$ cat src/rtl/adc_enc_pkg.sv
package adc_enc_pkg;

  typedef enum logic [1:0] {
    MODE_FULL     = 2'd0,
    MODE_DDR_SE   = 2'd1,
    MODE_DDR_DIFF = 2'd2,
    MODE_SPARE    = 2'd3
  } out_mode_e;

  // Two bits per line per cycle in the double-data-rate modes
  function automatic logic mode_is_ddr(input logic [1:0] m);
    return (m == MODE_DDR_SE) || (m == MODE_DDR_DIFF);
  endfunction

  function automatic logic mode_is_diff(input logic [1:0] m);
    return m == MODE_DDR_DIFF;
  endfunction

  // Polarity class of a physical line: odd index lines are the inverted set
  function automatic logic line_is_odd(input int unsigned idx);
    return idx[0];
  endfunction

endpackage

$ cat src/rtl/adc_enc_scrambler.sv
module adc_enc_scrambler #(
  parameter int SAMPLE_W = 14
) (
  input  logic                clk_i,
  input  logic                rst_i,
  input  logic                en_i,
  input  logic [SAMPLE_W-1:0] raw_i,
  output logic [SAMPLE_W-1:0] coded_o
);

  // Bit 0 is the key and always passes untouched
  assign coded_o[0] = raw_i[0];

  for (genvar i = 1; i < SAMPLE_W; i++) begin : g_mix
    assign coded_o[i] = raw_i[i] ^ (en_i & raw_i[0]);
  end

  // the key bit is never altered
  assert_key_bit_kept_R5: assert property (@(posedge clk_i) disable iff (rst_i)
    coded_o[0] == raw_i[0]);

  // with the randomizer off the word passes through
  assert_bypass_when_off_R5: assert property (@(posedge clk_i) disable iff (rst_i)
    !en_i |-> coded_o == raw_i);

endmodule

$ cat src/rtl/adc_enc_lane_map.sv
module adc_enc_lane_map #(
  parameter int SAMPLE_W = 14
) (
  input  logic                clk_i,
  input  logic                rst_i,
  input  logic                ddr_i,
  input  logic [SAMPLE_W-1:0] word_i,
  output logic [SAMPLE_W-1:0] rise_o,
  output logic [SAMPLE_W-1:0] fall_o
);

  localparam int DDR_LINES = SAMPLE_W / 2;

  logic [SAMPLE_W-1:0] ddr_rise;
  logic [SAMPLE_W-1:0] ddr_fall;

  for (genvar k = 0; k < SAMPLE_W; k++) begin : g_line
    if (k < DDR_LINES) begin : g_used
      assign ddr_rise[k] = word_i[2*k];
      assign ddr_fall[k] = word_i[2*k+1];
    end else begin : g_idle
      assign ddr_rise[k] = 1'b0;
      assign ddr_fall[k] = 1'b0;
    end
  end

  assign rise_o = ddr_i ? ddr_rise : word_i;
  assign fall_o = ddr_i ? ddr_fall : word_i;

  // upper lines carry nothing in the folded modes
  assert_idle_lines_low_R4: assert property (@(posedge clk_i) disable iff (rst_i)
    ddr_i |-> ((rise_o >> DDR_LINES) == '0 && (fall_o >> DDR_LINES) == '0));

  // line 0 carries bits 0 and 1 on its two edges
  assert_line0_pair_R3: assert property (@(posedge clk_i) disable iff (rst_i)
    ddr_i |-> (rise_o[0] == word_i[0] && fall_o[0] == word_i[1]));

endmodule

$ cat src/rtl/adc_enc_polarity.sv
module adc_enc_polarity #(
  parameter int SAMPLE_W = 14
) (
  input  logic                clk_i,
  input  logic                rst_i,
  input  logic                en_i,
  input  logic                ddr_i,
  input  logic [SAMPLE_W-1:0] rise_i,
  input  logic [SAMPLE_W-1:0] fall_i,
  output logic [SAMPLE_W-1:0] rise_o,
  output logic [SAMPLE_W-1:0] fall_o
);

  import adc_enc_pkg::*;

  localparam int DDR_LINES = SAMPLE_W / 2;

  logic [SAMPLE_W-1:0] flip_mask;

  // Only active lines with odd index are inverted; idle lines stay low
  for (genvar k = 0; k < SAMPLE_W; k++) begin : g_mask
    if (line_is_odd(k)) begin : g_odd
      if (k < DDR_LINES) begin : g_always_live
        assign flip_mask[k] = en_i;
      end else begin : g_full_only
        assign flip_mask[k] = en_i & ~ddr_i;
      end
    end else begin : g_even
      assign flip_mask[k] = 1'b0;
    end
  end

  assign rise_o = rise_i ^ flip_mask;
  assign fall_o = fall_i ^ flip_mask;

  // even line 0 is never inverted
  assert_even_line_kept_R6: assert property (@(posedge clk_i) disable iff (rst_i)
    rise_o[0] == rise_i[0] && fall_o[0] == fall_i[0]);

  // line 1 is inverted whenever the coding is on
  assert_odd_line_flipped_R6: assert property (@(posedge clk_i) disable iff (rst_i)
    en_i |-> (rise_o[1] != rise_i[1] && fall_o[1] != fall_i[1]));

endmodule

$ cat src/rtl/adc_out_encoder.sv
module adc_out_encoder #(
  parameter int SAMPLE_W = 14
) (
  input  logic                clk_i,
  input  logic                rst_i,
  input  logic [1:0]          mode_i,
  input  logic                rand_en_i,
  input  logic                pol_en_i,
  input  logic [SAMPLE_W-1:0] sample_i,
  output logic [SAMPLE_W-1:0] line_rise_o,
  output logic [SAMPLE_W-1:0] line_fall_o,
  output logic                diff_sel_o,
  output logic                out_clk_o
);

  import adc_enc_pkg::*;

  logic                ddr_sel;
  logic [SAMPLE_W-1:0] coded_word;
  logic [SAMPLE_W-1:0] mapped_rise;
  logic [SAMPLE_W-1:0] mapped_fall;
  logic [SAMPLE_W-1:0] pol_rise;
  logic [SAMPLE_W-1:0] pol_fall;
  logic                ddr_q;

  assign ddr_sel = mode_is_ddr(mode_i);

  adc_enc_scrambler #(.SAMPLE_W(SAMPLE_W)) scr_i (
    .clk_i   (clk_i),
    .rst_i   (rst_i),
    .en_i    (rand_en_i),
    .raw_i   (sample_i),
    .coded_o (coded_word)
  );

  adc_enc_lane_map #(.SAMPLE_W(SAMPLE_W)) map_i (
    .clk_i  (clk_i),
    .rst_i  (rst_i),
    .ddr_i  (ddr_sel),
    .word_i (coded_word),
    .rise_o (mapped_rise),
    .fall_o (mapped_fall)
  );

  adc_enc_polarity #(.SAMPLE_W(SAMPLE_W)) pol_i (
    .clk_i  (clk_i),
    .rst_i  (rst_i),
    .en_i   (pol_en_i),
    .ddr_i  (ddr_sel),
    .rise_i (mapped_rise),
    .fall_i (mapped_fall),
    .rise_o (pol_rise),
    .fall_o (pol_fall)
  );

  // Single output register stage: every mode has one clock of latency
  always_ff @(posedge clk_i) begin
    if (rst_i) begin
      line_rise_o <= '0;
      line_fall_o <= '0;
      diff_sel_o  <= 1'b0;
      ddr_q       <= 1'b0;
    end else begin
      line_rise_o <= pol_rise;
      line_fall_o <= pol_fall;
      diff_sel_o  <= mode_is_diff(mode_i);
      ddr_q       <= ddr_sel;
    end
  end

  assign out_clk_o = clk_i;

  // reset clears the line registers on the following edge
  assert_reset_clears_R1: assert property (@(posedge clk_i)
    rst_i |=> (line_rise_o == '0 && line_fall_o == '0 && !diff_sel_o));

  // full-rate lines hold one value for the whole cycle
  assert_full_edges_equal_R2: assert property (@(posedge clk_i) disable iff (rst_i)
    !ddr_q |-> line_rise_o == line_fall_o);

  // differential pads are only selected in a folded mode
  assert_diff_implies_ddr_R8: assert property (@(posedge clk_i) disable iff (rst_i)
    diff_sel_o |-> ddr_q);

  // key bit reaches line 0 one clock later in full-rate mode
  assert_full_latency_R2: assert property (@(posedge clk_i) disable iff (rst_i)
    !ddr_sel |=> line_rise_o[0] == $past(sample_i[0]));

endmodule

$ cat config.mk
export PLATFORM = sky130hd
export DESIGN_NAME = adc_out_encoder
export DESIGN_NICKNAME = d
export VERILOG_FILES = /design/src/rtl/adc_enc_pkg.sv /design/src/rtl/adc_enc_scrambler.sv /design/src/rtl/adc_enc_lane_map.sv /design/src/rtl/adc_enc_polarity.sv /design/src/rtl/adc_out_encoder.sv
export SDC_FILE = /design/constraint.sdc
export NUM_CORES = 1
export LEC_CHECK = 0
export BUFFER_PORTS_ARGS = -buffer_cell sky130_fd_sc_hd__buf_4
export CORE_UTILIZATION = 45
export CTS_CLUSTER_DIAMETER = 200
export DETAILED_ROUTE_END_ITERATION = 10
export HOLD_SLACK_MARGIN = 0.05
export PLACE_DENSITY = 0.79
export SLEW_MARGIN = 10
export SYNTH_ARGS = -nofsm -noshare
export SYNTH_HDL_FRONTEND = slang
export SYNTH_SLANG_ARGS = --single-unit
$ cat constraint.sdc
create_clock -name clk_i -period 3.1 [get_ports clk_i]
set_input_delay 0.155 -clock clk_i [delete_from_list [all_inputs] [get_ports clk_i]]
set_output_delay 0.155 -clock clk_i [all_outputs]
set_load 0.1 [all_outputs]
After elaboration in Yosys (flattened, before gate mapping):

Cells that the tools add are included.

* muxes and demuxes: 2
* reductions and logical operators: 1
* bitwise operators: 18
* equality and inequality tests: 2

Operators by type and width (count)
* 14-bit 2-to-1 mux: 2
* 14-bit bitwise XOR: 2
* 1-bit bitwise XOR: 13
* 1-bit AND: 2
* 2-bit by 1-bit == test with 1-bit output, second input constant: 1
* 2-bit == test, second input constant: 1
* 1-bit logical OR: 1
* 1-bit NOT: 1

* bits of input ports: 20
* register bits after elaboration: 29
* output and inout bits: 30
* word-level logic and storage cells: 26

Depth between registers and ports, before layout:

* word-level depth: 5
* mapped depth: 7
* depth with buffers taken out: 5

Modules after synthesis:

A second synthesis with hierarchy kept.

* cells, all modules: 142
* area total of the unflattened synthesis: 1706.6 µm²

By module, submodules not included
* adc_out_encoder: times used 1, area an instance 909.6 µm², cells an instance 65
* adc_enc_polarity: times used 1, area an instance 332.8 µm², cells an instance 31
* adc_enc_lane_map: times used 1, area an instance 321.6 µm², cells an instance 30
* adc_enc_scrambler: times used 1, area an instance 142.6 µm², cells an instance 16

==> impl_metrics.csv <==
group,metric,value,unit
floorplan,core_area,0.002233,sq mm
synthesis,synth_cell_type_count,20,
floorplan,fp.dieH,50.87,um
finish,fin_area,0.001530,sq mm
setup_path,critPathLaunch,"clk_i",
power_and_ir_drop,power_density,700.6,mW/mm^2
power_and_ir_drop,peakVddDrop,0.0004714,V
synthesis,synth.net_count,128,
synthesis,yosysTopAreaCellShare,0.4098,
status,status,"finished clean",
sta,fin_ws,936.7,ps
synthesis,avgSynthCellArea,10.04,sq um
place,dp_hpwl,1491,um
grt,grt_pass1_vias,855,
route,drtIter0Drc,11,
floorplan,io_pins,50,
place,dp_cells,171,
route,dr.pass1.iters,4,
setup_path,cp-start-kind,"clock port",
floorplan,fp.dieW,50.87,um
grt,grt_max_degree,24,
run,maxCapViolations,0,
finish,nNetsFinal,181,
setup_path,cp_max_fo,2,
sta,worstMarginPinSlew,677.0,ps
finish,final_cells,187,
synthesis,yosysSeqAreaShare,0.4098,
cts,cts_tree,"yes",
place,dpl_cell_area,0.001381,sq mm
power_and_ir_drop,p_int,0.5514,mW
finish,area_delta_synth_final,42.38,%
place,port_buffers,49,
synthesis,yosys.area.top_type,"dfxtp_1",
floorplan,die-area,0.002588,sq mm
synthesis,synth_cells,107,
place,dpl_worst_slack,1183,ps
route,drc,0,
power_and_ir_drop,switchingPower,0.5206,mW
synthesis,syn_area,0.001075,sq mm
setup_path,worstPathRequired,2940,ps
setup_path,crit_type,"clk2out",
place,gp_congestion,0.7747,
route,routed_wl,2160,um
floorplan,initial_core_util,0.4812,
grt,grt_use_total,0.1966,
sta,finalSetupTns,0,ps
sta,relSlewSlack,0.5487,
sta,report.final.setup_viol,0,
route,viasPerCell,4.695,
power_and_ir_drop,switching_share,0.4856,
route,wl_per_cell,11.55,um
power_and_ir_drop,p_seq_frac,0.296,
grt,grt_first_pass_wirelength,3498,um
synthesis,yosys_warnings,0,
grt,antenna_found_initial,0,
synthesis,synth_seq_cells,22,
setup_path,cp.arrival,2010,ps
cts,post_cts_buffers,0,
route,ant_nets,0,
sta,rsz0062_at_grt,"no",
power_and_ir_drop,combPwrFrac,0.392,
sta,final_hold_viol_count,0,
cts,clk_pin_slew_worst_paths,120,ps
cts,cts.repair.resized,0,
finish,antennaDiodeCount,0,
route,dr_total_vias,878,
cts,hold_buffers,8,
grt,grt-ovfl-total,0,
sta,slew_violations,0,
power_and_ir_drop,leakagePower,0.7446,nW
synthesis,synth.area.top_cells,"dfxtp_1 41%, mux2i_1 15%, mux2_2 6.3%, buf_4 5.6%, nor2_1 5.2%",
floorplan,row_count,17,
finish,layout-drive-gt1-share,0.3962,
power_and_ir_drop,pwr-share-clk,0.312,
setup_path,worst_setup_path_end_kind,"output pin",
hold_path,hold_class,"in2reg",
setup_path,endpoint,"out_clk_o",
==> kinds of logic (layout without fill, tap and decap cells) <==
family                   after synthesis  count (layout)  synth area share
adder cells (fa/ha/maj)                1               1           0.01164
AO/OA/AOI/OAI                          2               2          0.009304
flip-flops                            22              22            0.4098
XOR/XNOR                              10              10           0.09896
buffers and inverters                 14              66           0.09313
AND/OR/NAND/NOR                       36              36            0.1653
multiplexers                          22              22            0.2119
==> final cells by class <==
type,count,area (sq um)
Fill cell,179,703.2
Multi-Input combinational cell,71,534.3
Timing Repair Buffer,57,450.4
Sequential cell,22,440.4
Clock buffer,8,66.31
Tap cell,28,35.03
Inverter,1,3.754
==> cells in the final DEF (no fill, tap or decap), types with 5 or more instances in the layout <==
cell and instances:
nand2b_1 5, nand2_1 5, clkbuf_4 6, xnor2_1 6, nor2_1 15, buf_4 49, mux2i_1 16, dfxtp_1 22
nor2b_1 9, mux2_2 6, dlygate4sd3_1 9
==> worst min path at each step <==
| stage | start | end | slack [ps] | cells after the start |
|---|---|---|---|---|
| 6_report | rst_i | diff_sel_o | 70 | 2 |
| 3_3_place_gp | sample_i[0] | line_rise_o[0] | 390 | 2 |
| 3_5_place_dp | sample_i[0] | line_rise_o[0] | 390 | 2 |
| 5_1_grt | rst_i | line_rise_o[0] | 70 | 2 |
| 4_1_cts | sample_i[1] | line_fall_o[0] | 60 | 3 |
| 2_1_floorplan | sample_i[0] | line_rise_o[0] | 280 | 1 |
==> power by group through the flow <==
stage                     Combinational, mW  Sequential [mW]  Clock [mW]
after floorplan                       0.146            0.517       0.122
after global placement                0.408            0.324       0.122
after detailed placement              0.412            0.324       0.122
after CTS                             0.421            0.318       0.343
after global routing                  0.437            0.320       0.358
final                                 0.420            0.318       0.334
==> critical path, cell delays in order <==
cell and delay (ps):
clkbuf_4 110, clkbuf_4 120, buf_4 220
==> registers in the layout, summed over array words and instances, names as in the netlist <==
signal       count
diff_sel_o       1
line_rise_o     10
line_fall_o     11
==> cells in the mapped netlist <==
cell	n
dfxtp_1	22
mux2i_1	16
nor2_1	15
nor2b_1	9
buf_4	8
mux2_2	6
xnor2_1	6
nand2_1	5
nand2b_1	5
xor2_1	3
buf_2	2
buf_6	2
a21oi_1	1
and2b_1	1
clkbuf_1	1
ha_1	1
inv_1	1
nand3b_1	1
o21ai_0	1
xor2_4	1
==> stage by stage <==
step | power (mW) | utilization | hold slack (ps)
after detailed placement | 0.8580 | 0.6185 | 393.5
after global placement | 0.8538 | 0.6185 | 391.6
after floorplan | 0.7842 | - | 283.2
final | 1.072 | 0.6852 | 67.40
after CTS | 1.082 | 0.6807 | 62.00
after global routing | 1.115 | 0.6852 | 66.74
==> routing by layer <==
layer  vias to the layer above  part of all wire  GRT usage
met5                         -                 0          0
met4                         0             0.036     0.1806
met3                         9             0.056    0.08333
met2                        32              0.49     0.3178
met1                       399              0.41     0.1877
li1                        438                 -          -
Power figures use the tool's default switching activity.
